`config.mk`:
```
export PLATFORM = sky130hd
export DESIGN_NAME = dual_issue_hazard_unit
export DESIGN_NICKNAME = d
export VERILOG_FILES = /design/src/rtl/dih_pkg.sv /design/src/rtl/dih_slot_decode.sv /design/src/rtl/dih_hazard_check.sv /design/src/rtl/dih_fwd_select.sv /design/src/rtl/dual_issue_hazard_unit.sv
export SDC_FILE = /design/constraint.sdc
export NUM_CORES = 1
export LEC_CHECK = 0
export BUFFER_PORTS_ARGS = -buffer_cell sky130_fd_sc_hd__buf_4
export CAP_MARGIN = 30
export CORE_MARGIN = 3
export CORE_UTILIZATION = 50
export DETAILED_ROUTE_END_ITERATION = 12
export GPL_TIMING_DRIVEN = 0
export PLACE_DENSITY = 0.85
export SKIP_CTS_REPAIR_TIMING = 1
export SYNTH_ARGS = -nofsm -noshare
export SYNTH_HDL_FRONTEND = slang
export SYNTH_SLANG_ARGS = --single-unit
```
`constraint.sdc`:
```
create_clock -name clk -period 2.35 [get_ports clk]
set_input_delay 0 -clock clk [delete_from_list [all_inputs] [get_ports clk]]
set_output_delay 0 -clock clk [all_outputs]
set_load 0.02 [all_outputs]
```
`src/rtl/dih_pkg.sv`:
```
package dih_pkg;

  localparam int unsigned INSTR_W = 32;
  localparam int unsigned PKT_W   = 2 * INSTR_W;
  localparam int unsigned REG_AW  = 5;
  localparam int unsigned N_OPND  = 4;

  // field positions of one slot word
  localparam int unsigned OPC_HI = 31;
  localparam int unsigned OPC_LO = 26;
  localparam int unsigned RS_HI  = 25;
  localparam int unsigned RS_LO  = 21;
  localparam int unsigned RT_HI  = 20;
  localparam int unsigned RT_LO  = 16;
  localparam int unsigned RD_HI  = 15;
  localparam int unsigned RD_LO  = 11;

  localparam logic [5:0] OPC_RR  = 6'h00;
  localparam logic [5:0] OPC_BR  = 6'h04;
  localparam logic [5:0] OPC_IMM = 6'h08;
  localparam logic [5:0] OPC_LD  = 6'h23;
  localparam logic [5:0] OPC_ST  = 6'h2B;

  typedef logic [REG_AW-1:0] reg_idx_t;

  typedef struct packed {
    logic     vld;
    reg_idx_t idx;
  } dst_t;

  typedef struct packed {
    logic     a_vld;
    reg_idx_t a;
    logic     b_vld;
    reg_idx_t b;
    logic     d_vld;
    reg_idx_t d;
  } slot_regs_t;

  typedef enum logic [1:0] {
    FWD_RF     = 2'd0,
    FWD_EM_ALU = 2'd1,
    FWD_WB_ALU = 2'd2,
    FWD_WB_LSU = 2'd3
  } fwd_sel_t;

  function automatic logic slot_reads(slot_regs_t s, reg_idx_t r);
    return (s.a_vld && (s.a == r)) || (s.b_vld && (s.b == r));
  endfunction

endpackage

```
`src/rtl/dih_slot_decode.sv`:
```
module dih_slot_decode
  import dih_pkg::*;
#(
  parameter bit LS_SLOT = 1'b0
) (
  input  logic [INSTR_W-1:0] instr_i,
  output slot_regs_t         regs_o
);

  slot_regs_t raw;
  logic       is_nop;

  assign is_nop = (instr_i == '0);

  generate
    if (LS_SLOT) begin : g_ls
      always_comb begin
        raw = '0;
        if (!is_nop) begin
          unique case (instr_i[OPC_HI:OPC_LO])
            OPC_LD: begin
              raw.a_vld = 1'b1;
              raw.a     = instr_i[RS_HI:RS_LO];
              raw.d_vld = 1'b1;
              raw.d     = instr_i[RT_HI:RT_LO];
            end
            OPC_ST: begin
              raw.a_vld = 1'b1;
              raw.a     = instr_i[RS_HI:RS_LO];
              raw.b_vld = 1'b1;
              raw.b     = instr_i[RT_HI:RT_LO];
            end
            default: raw = '0;
          endcase
        end
      end
    end else begin : g_alu
      always_comb begin
        raw = '0;
        if (!is_nop) begin
          unique case (instr_i[OPC_HI:OPC_LO])
            OPC_RR: begin
              raw.a_vld = 1'b1;
              raw.a     = instr_i[RS_HI:RS_LO];
              raw.b_vld = 1'b1;
              raw.b     = instr_i[RT_HI:RT_LO];
              raw.d_vld = 1'b1;
              raw.d     = instr_i[RD_HI:RD_LO];
            end
            OPC_IMM: begin
              raw.a_vld = 1'b1;
              raw.a     = instr_i[RS_HI:RS_LO];
              raw.d_vld = 1'b1;
              raw.d     = instr_i[RT_HI:RT_LO];
            end
            OPC_BR: begin
              raw.a_vld = 1'b1;
              raw.a     = instr_i[RS_HI:RS_LO];
              raw.b_vld = 1'b1;
              raw.b     = instr_i[RT_HI:RT_LO];
            end
            default: raw = '0;
          endcase
        end
      end
    end
  endgenerate

  // register 0 is hard-wired: it is neither a producer nor a consumer
  always_comb begin
    regs_o       = raw;
    regs_o.a_vld = raw.a_vld && (raw.a != '0);
    regs_o.b_vld = raw.b_vld && (raw.b != '0);
    regs_o.d_vld = raw.d_vld && (raw.d != '0);
  end

endmodule

```
`src/rtl/dih_hazard_check.sv`:
```
module dih_hazard_check
  import dih_pkg::*;
(
  input  slot_regs_t id_alu_i,
  input  slot_regs_t id_ls_i,
  input  dst_t       ex_load_i,
  output logic       load_use_o,
  output logic       sched_err_o
);

  logic use_by_alu;
  logic use_by_ls;
  logic raw_in_pkt;
  logic waw_in_pkt;

  always_comb begin
    use_by_alu  = slot_reads(id_alu_i, ex_load_i.idx);
    use_by_ls   = slot_reads(id_ls_i, ex_load_i.idx);
    load_use_o  = ex_load_i.vld && (use_by_alu || use_by_ls);

    raw_in_pkt  = slot_reads(id_ls_i, id_alu_i.d);
    waw_in_pkt  = id_ls_i.d_vld && (id_ls_i.d == id_alu_i.d);
    sched_err_o = id_alu_i.d_vld && (raw_in_pkt || waw_in_pkt);
  end

endmodule

```
`src/rtl/dih_fwd_select.sv`:
```
module dih_fwd_select
  import dih_pkg::*;
(
  input  logic     src_vld_i,
  input  reg_idx_t src_idx_i,
  input  dst_t     em_alu_i,
  input  dst_t     wb_alu_i,
  input  dst_t     wb_ls_i,
  output fwd_sel_t sel_o
);

  logic hit_em_alu;
  logic hit_wb_alu;
  logic hit_wb_ls;

  always_comb begin
    hit_em_alu = src_vld_i && em_alu_i.vld && (em_alu_i.idx == src_idx_i);
    hit_wb_ls  = src_vld_i && wb_ls_i.vld  && (wb_ls_i.idx  == src_idx_i);
    hit_wb_alu = src_vld_i && wb_alu_i.vld && (wb_alu_i.idx == src_idx_i);
    if (hit_em_alu)      sel_o = FWD_EM_ALU;
    else if (hit_wb_ls)  sel_o = FWD_WB_LSU;
    else if (hit_wb_alu) sel_o = FWD_WB_ALU;
    else                 sel_o = FWD_RF;
  end

endmodule

```
`src/rtl/dual_issue_hazard_unit.sv`:
```
module dual_issue_hazard_unit
  import dih_pkg::*;
#(
  parameter int unsigned     PC_W     = 32,
  parameter logic [PC_W-1:0] RESET_PC = '0
) (
  input  logic               clk,
  input  logic               rst_n,
  input  logic [PKT_W-1:0]   pkt_i,
  output logic [PC_W-1:0]    pc_o,
  output logic               stall_o,
  output logic               sched_err_o,
  output logic [INSTR_W-1:0] ex_alu_instr_o,
  output logic [INSTR_W-1:0] ex_ls_instr_o,
  output logic [1:0]         fwd_alu_a_o,
  output logic [1:0]         fwd_alu_b_o,
  output logic [1:0]         fwd_ls_a_o,
  output logic [1:0]         fwd_ls_b_o
);

  localparam int unsigned PKT_BYTES = PKT_W / 8;
  localparam logic [PC_W-1:0] PC_STEP = PC_W'(PKT_BYTES);

  // decode stage
  logic [INSTR_W-1:0] id_alu_w;
  logic [INSTR_W-1:0] id_ls_w;
  slot_regs_t         id_alu_r;
  slot_regs_t         id_ls_r;

  // pipeline state
  logic [PC_W-1:0]    pc_q,  pc_d;
  logic               pc_en;
  logic [INSTR_W-1:0] ex_alu_q, ex_alu_d;
  logic [INSTR_W-1:0] ex_ls_q,  ex_ls_d;
  dst_t               em_alu_q, em_alu_d;
  dst_t               em_ls_q,  em_ls_d;
  dst_t               wb_alu_q, wb_alu_d;
  dst_t               wb_ls_q,  wb_ls_d;

  slot_regs_t         ex_alu_r;
  slot_regs_t         ex_ls_r;
  dst_t               ex_load;
  logic               load_use;
  logic               sched_err;

  assign id_alu_w = pkt_i[INSTR_W-1:0];
  assign id_ls_w  = pkt_i[PKT_W-1:INSTR_W];

  dih_slot_decode #(.LS_SLOT(1'b0)) u_dec_id_alu (.instr_i(id_alu_w), .regs_o(id_alu_r));
  dih_slot_decode #(.LS_SLOT(1'b1)) u_dec_id_ls  (.instr_i(id_ls_w),  .regs_o(id_ls_r));
  dih_slot_decode #(.LS_SLOT(1'b0)) u_dec_ex_alu (.instr_i(ex_alu_q), .regs_o(ex_alu_r));
  dih_slot_decode #(.LS_SLOT(1'b1)) u_dec_ex_ls  (.instr_i(ex_ls_q),  .regs_o(ex_ls_r));

  // memory slot writes a register only for a load
  assign ex_load = '{vld: ex_ls_r.d_vld, idx: ex_ls_r.d};

  dih_hazard_check u_hazard (
    .id_alu_i    (id_alu_r),
    .id_ls_i     (id_ls_r),
    .ex_load_i   (ex_load),
    .load_use_o  (load_use),
    .sched_err_o (sched_err)
  );

  // next state
  always_comb begin
    pc_en    = ~load_use;
    pc_d     = pc_q + PC_STEP;
    ex_alu_d = load_use ? '0 : id_alu_w;
    ex_ls_d  = load_use ? '0 : id_ls_w;
    em_alu_d = '{vld: ex_alu_r.d_vld, idx: ex_alu_r.d};
    em_ls_d  = ex_load;
    wb_alu_d = em_alu_q;
    wb_ls_d  = em_ls_q;
  end

  // registers
  always_ff @(posedge clk or negedge rst_n) begin
    if (!rst_n) begin
      pc_q     <= RESET_PC;
      ex_alu_q <= '0;
      ex_ls_q  <= '0;
      em_alu_q <= '0;
      em_ls_q  <= '0;
      wb_alu_q <= '0;
      wb_ls_q  <= '0;
    end else begin
      if (pc_en) begin
        pc_q <= pc_d;
      end
      ex_alu_q <= ex_alu_d;
      ex_ls_q  <= ex_ls_d;
      em_alu_q <= em_alu_d;
      em_ls_q  <= em_ls_d;
      wb_alu_q <= wb_alu_d;
      wb_ls_q  <= wb_ls_d;
    end
  end

  // forwarding selects for the four execute-stage operands
  logic     [N_OPND-1:0] opnd_vld;
  reg_idx_t              opnd_idx [N_OPND];
  fwd_sel_t              opnd_sel [N_OPND];

  assign opnd_vld    = {ex_ls_r.b_vld, ex_ls_r.a_vld, ex_alu_r.b_vld, ex_alu_r.a_vld};
  assign opnd_idx[0] = ex_alu_r.a;
  assign opnd_idx[1] = ex_alu_r.b;
  assign opnd_idx[2] = ex_ls_r.a;
  assign opnd_idx[3] = ex_ls_r.b;

  generate
    for (genvar g = 0; g < N_OPND; g++) begin : g_fwd
      dih_fwd_select u_fwd (
        .src_vld_i (opnd_vld[g]),
        .src_idx_i (opnd_idx[g]),
        .em_alu_i  (em_alu_q),
        .wb_alu_i  (wb_alu_q),
        .wb_ls_i   (wb_ls_q),
        .sel_o     (opnd_sel[g])
      );
    end
  endgenerate

  assign pc_o           = pc_q;
  assign stall_o        = load_use;
  assign sched_err_o    = sched_err;
  assign ex_alu_instr_o = ex_alu_q;
  assign ex_ls_instr_o  = ex_ls_q;
  assign fwd_alu_a_o    = opnd_sel[0];
  assign fwd_alu_b_o    = opnd_sel[1];
  assign fwd_ls_a_o     = opnd_sel[2];
  assign fwd_ls_b_o     = opnd_sel[3];

endmodule

```
==> results.toml <==
[clocking]
clock-root-buffer = "clkbuf_16"
clock_path_buffers = 2
h-tree-depth = 4
path_clk_slew_ps = 50
clk_latency_ps = 420
cts_made_buffers = 17
cts_tree = "yes"
clock-sinks = 117

[synthesis]
synthTopCellsByCount = "117 x dfrtp_1, 69 x and2_1, 68 x xnor2_1"
synthFlopType = "dfrtp_1"
synth_edf_count = 0
synth_area_um2 = 6320
syn_inst = 637
synth.most_common_cell = "dfrtp_1"
seq_area_frac_synth_pct = 46.4
synth.distinct_cells = 60
synth-seq-cells = 117
yosysTopAreaCellShare_pct = 46.4
netlist_top_cells_area = "dfrtp_1 46%, xnor2_1 9.4%, and2_1 6.8%"
avgSynthCellArea_um2 = 9.92
async_flop_share_pct = 100
yosysTopAreaCell = "dfrtp_1"
synth_warnings = 0

[final_layout]
final_area_um2 = 10100
fin_util_pct = 83.0
fillCellCount = 610
drive_gt1_share_pct = 40.9
syn_to_final_growth_pct = 59.8
seq_area_um2 = 2940
fin_nets = 990
diodes = 0
multiInputGateArea_um2 = 3610

[worst_setup_path]
worstSetupEndpointType = "primary output"
critPathSlowestCell = "or4_4"
reg2reg_slack_ps = -330
worst-path-max-fanout = 3
worstSetupPathType = "reg2out"
critPathBufInv = 2
startpoint_type = "flip-flop"
r2r-start = "ex_ls_instr_o[20]$_DFF_PN0_"
path_cells = "buf_6 -> or2_4 -> or4_4 -> o31ai_4 -> nor2_1 -> o32ai_1 -> nand3_1 -> a21boi_2 -> buf_6"
crit_top_cell = "buf_6"
worstReg2RegEnd = "pc_o[23]$_DFFE_PN0N_"
ff2ff_path_depth = 11
cp_top_family = "simple AND/OR/NAND/NOR gates"
critical-path-max-stage-delay_ps = 550
path_depth = 9
worstPathArrival_ps = 2740
worstPathRequired_ps = 2350

[global_routing]
grt_max_degree = 74
grt_pass1_wl_um = 30900
grt_usage_pct = 27.7
overflow = 0
grt_pass1_vias = 5916
antenna_found_initial = 0

[route]
wl_per_cell_um = 24.5
wl_um = 27000
first_pass_iters = 9
vias_per_cell = 6.29
drc = 0
vias = 6934
route.antenna.remaining_nets = 0
first_iter_violations = 844

[timing]
finalMaxSlewViolations = 0
period_needed_ps = 2740
finalWorstSetupSlack_ps = -390
hold_slack_ps = 37.5
slew-limit-headroom_pct = 55.8
fin_skew_ps = 8.87
finalSetupViolCount = 97
worstMarginPinSlew_ps = 663
hold_viol = 0
fmax_mhz = 365
finalCritPeriodShare_pct = 117
rsz0062_at_grt = "true"

[die]
initial_core_util_pct = 51.9
die_y_um = 118
io_pins = 172
dieArea_um2 = 14000
die_x_um = 118
rows = 40
coreArea_um2 = 12200

[worst_hold_path]
hold_end = "ex_alu_instr_o[29]$_DFF_PN0_"
min_from = "pkt_i[29]"
hold_path_class = "in2reg"
min_path_cells = 2

[placed_design]
globalplace.congestion = 1.02
port_buffers = 167
dpl.hpwl_um = 14400
post_dp_cell_area_um2 = 7830

[run_status]
status = "finished with violations"
violations = "negative setup slack"

[job]
drv_cap = 0

[pwr]
leakage_uw = 0.00454
irDropWorstVdd_uv = 1080
powerDensity_nw_per_um2 = 584
## sequential cells by signal (all words and copies together) (netlist names)
| register | count |
|---|---|
| em_alu_q | 6 |
| ex_ls_instr_o | 32 |
| pc_o | 29 |
| wb_ls_q | 6 |
| em_ls_q | 6 |
| wb_alu_q | 6 |
| ex_alu_instr_o | 32 |
## report_power, final
group	total (uW)	leakage, uW	internal [uW]	switching (uW)
logic	1200	0.00282	588	611
registers	2330	0.00147	2150	185
clock network	2360	0.000256	1410	955
## per-layer routing
layer  part of all wire, %  vias up  GRT usage [%]
met2                    48      585           45.3
met3                   9.6      167           7.89
met4                   6.2        0           13.6
met5                     0        -              0
li1                      -     2819              -
met1                    36     3363           33.6
## layout make-up
type | instances | area share [%]
plain buffers | 43 | 3.37
clock buffers | 21 | 4.66
clock inverters | 9 | 0.558
inverters | 11 | 0.434
multi-input cells | 463 | 35.8
flip-flops and latches | 117 | 29.1
well taps | 168 | 2.08
repair buffers | 270 | 24.1
## layout by cell type, fill, tap and decap left out, types with 9 or more instances in the layout
cell,netlist,final
buf_4,3,186
dfrtp_1,117,110
xnor2_1,68,65
dlygate4sd3_1,0,64
and2_4,0,54
nor2_1,48,42
nand4_1,28,28
clkbuf_16,0,27
and3_1,23,22
xor2_1,21,20
a31oi_1,19,17
clkbuf_1,23,16
buf_6,5,16
and2_1,69,15
nor3_1,18,12
mux2i_1,12,12
nor4_1,12,11
nand2_1,17,11
inv_1,11,10
nand3_1,18,9
a21oi_1,11,9
## through the flow
stage,setup WS [ps],std cells,setup TNS (ps),total power (uW)
after floorplan,26.8,639,0,2780
after global placement,-293,974,-16450,3220
after detailed placement,-323,976,-18210,3250
after CTS,-671,1006,-27220,5530
after global routing,-452,1102,-25170,6030
final,-390,1102,-17320,5890
## how the worst max path moves through the flow
stage | startpoint | endpoint | slack [ps]
finish | ex_alu_instr_o[17]$_DFF_PN0_ | fwd_alu_b_o[1] | -390
CTS | ex_alu_instr_o[18]$_DFF_PN0_ | fwd_alu_b_o[1] | -670
floorplan | ex_alu_instr_o[17]$_DFF_PN0_ | fwd_alu_b_o[1] | 30
global placement | ex_ls_instr_o[29]$_DFF_PN0_ | pc_o[21]$_DFFE_PN0N_ | -290
global route | ex_alu_instr_o[17]$_DFF_PN0_ | fwd_alu_b_o[1] | -450
detailed placement | ex_ls_instr_o[29]$_DFF_PN0_ | pc_o[15]$_DFFE_PN0N_ | -320
## kinds of logic (layout without fill, tap and decap cells)
kind of cell,after synthesis,after routing,synth area share [%]
compound gates,74,74,8.10
flops,117,117,46.4
buf+inv,59,354,4.56
simple gates,283,283,26.3
fa+ha+maj,1,1,0.198
xor+xnor,89,89,12.3
other cells,1,3,0.0594
mux,13,13,2.08
Note: power is estimated with default switching activity, not from simulation.
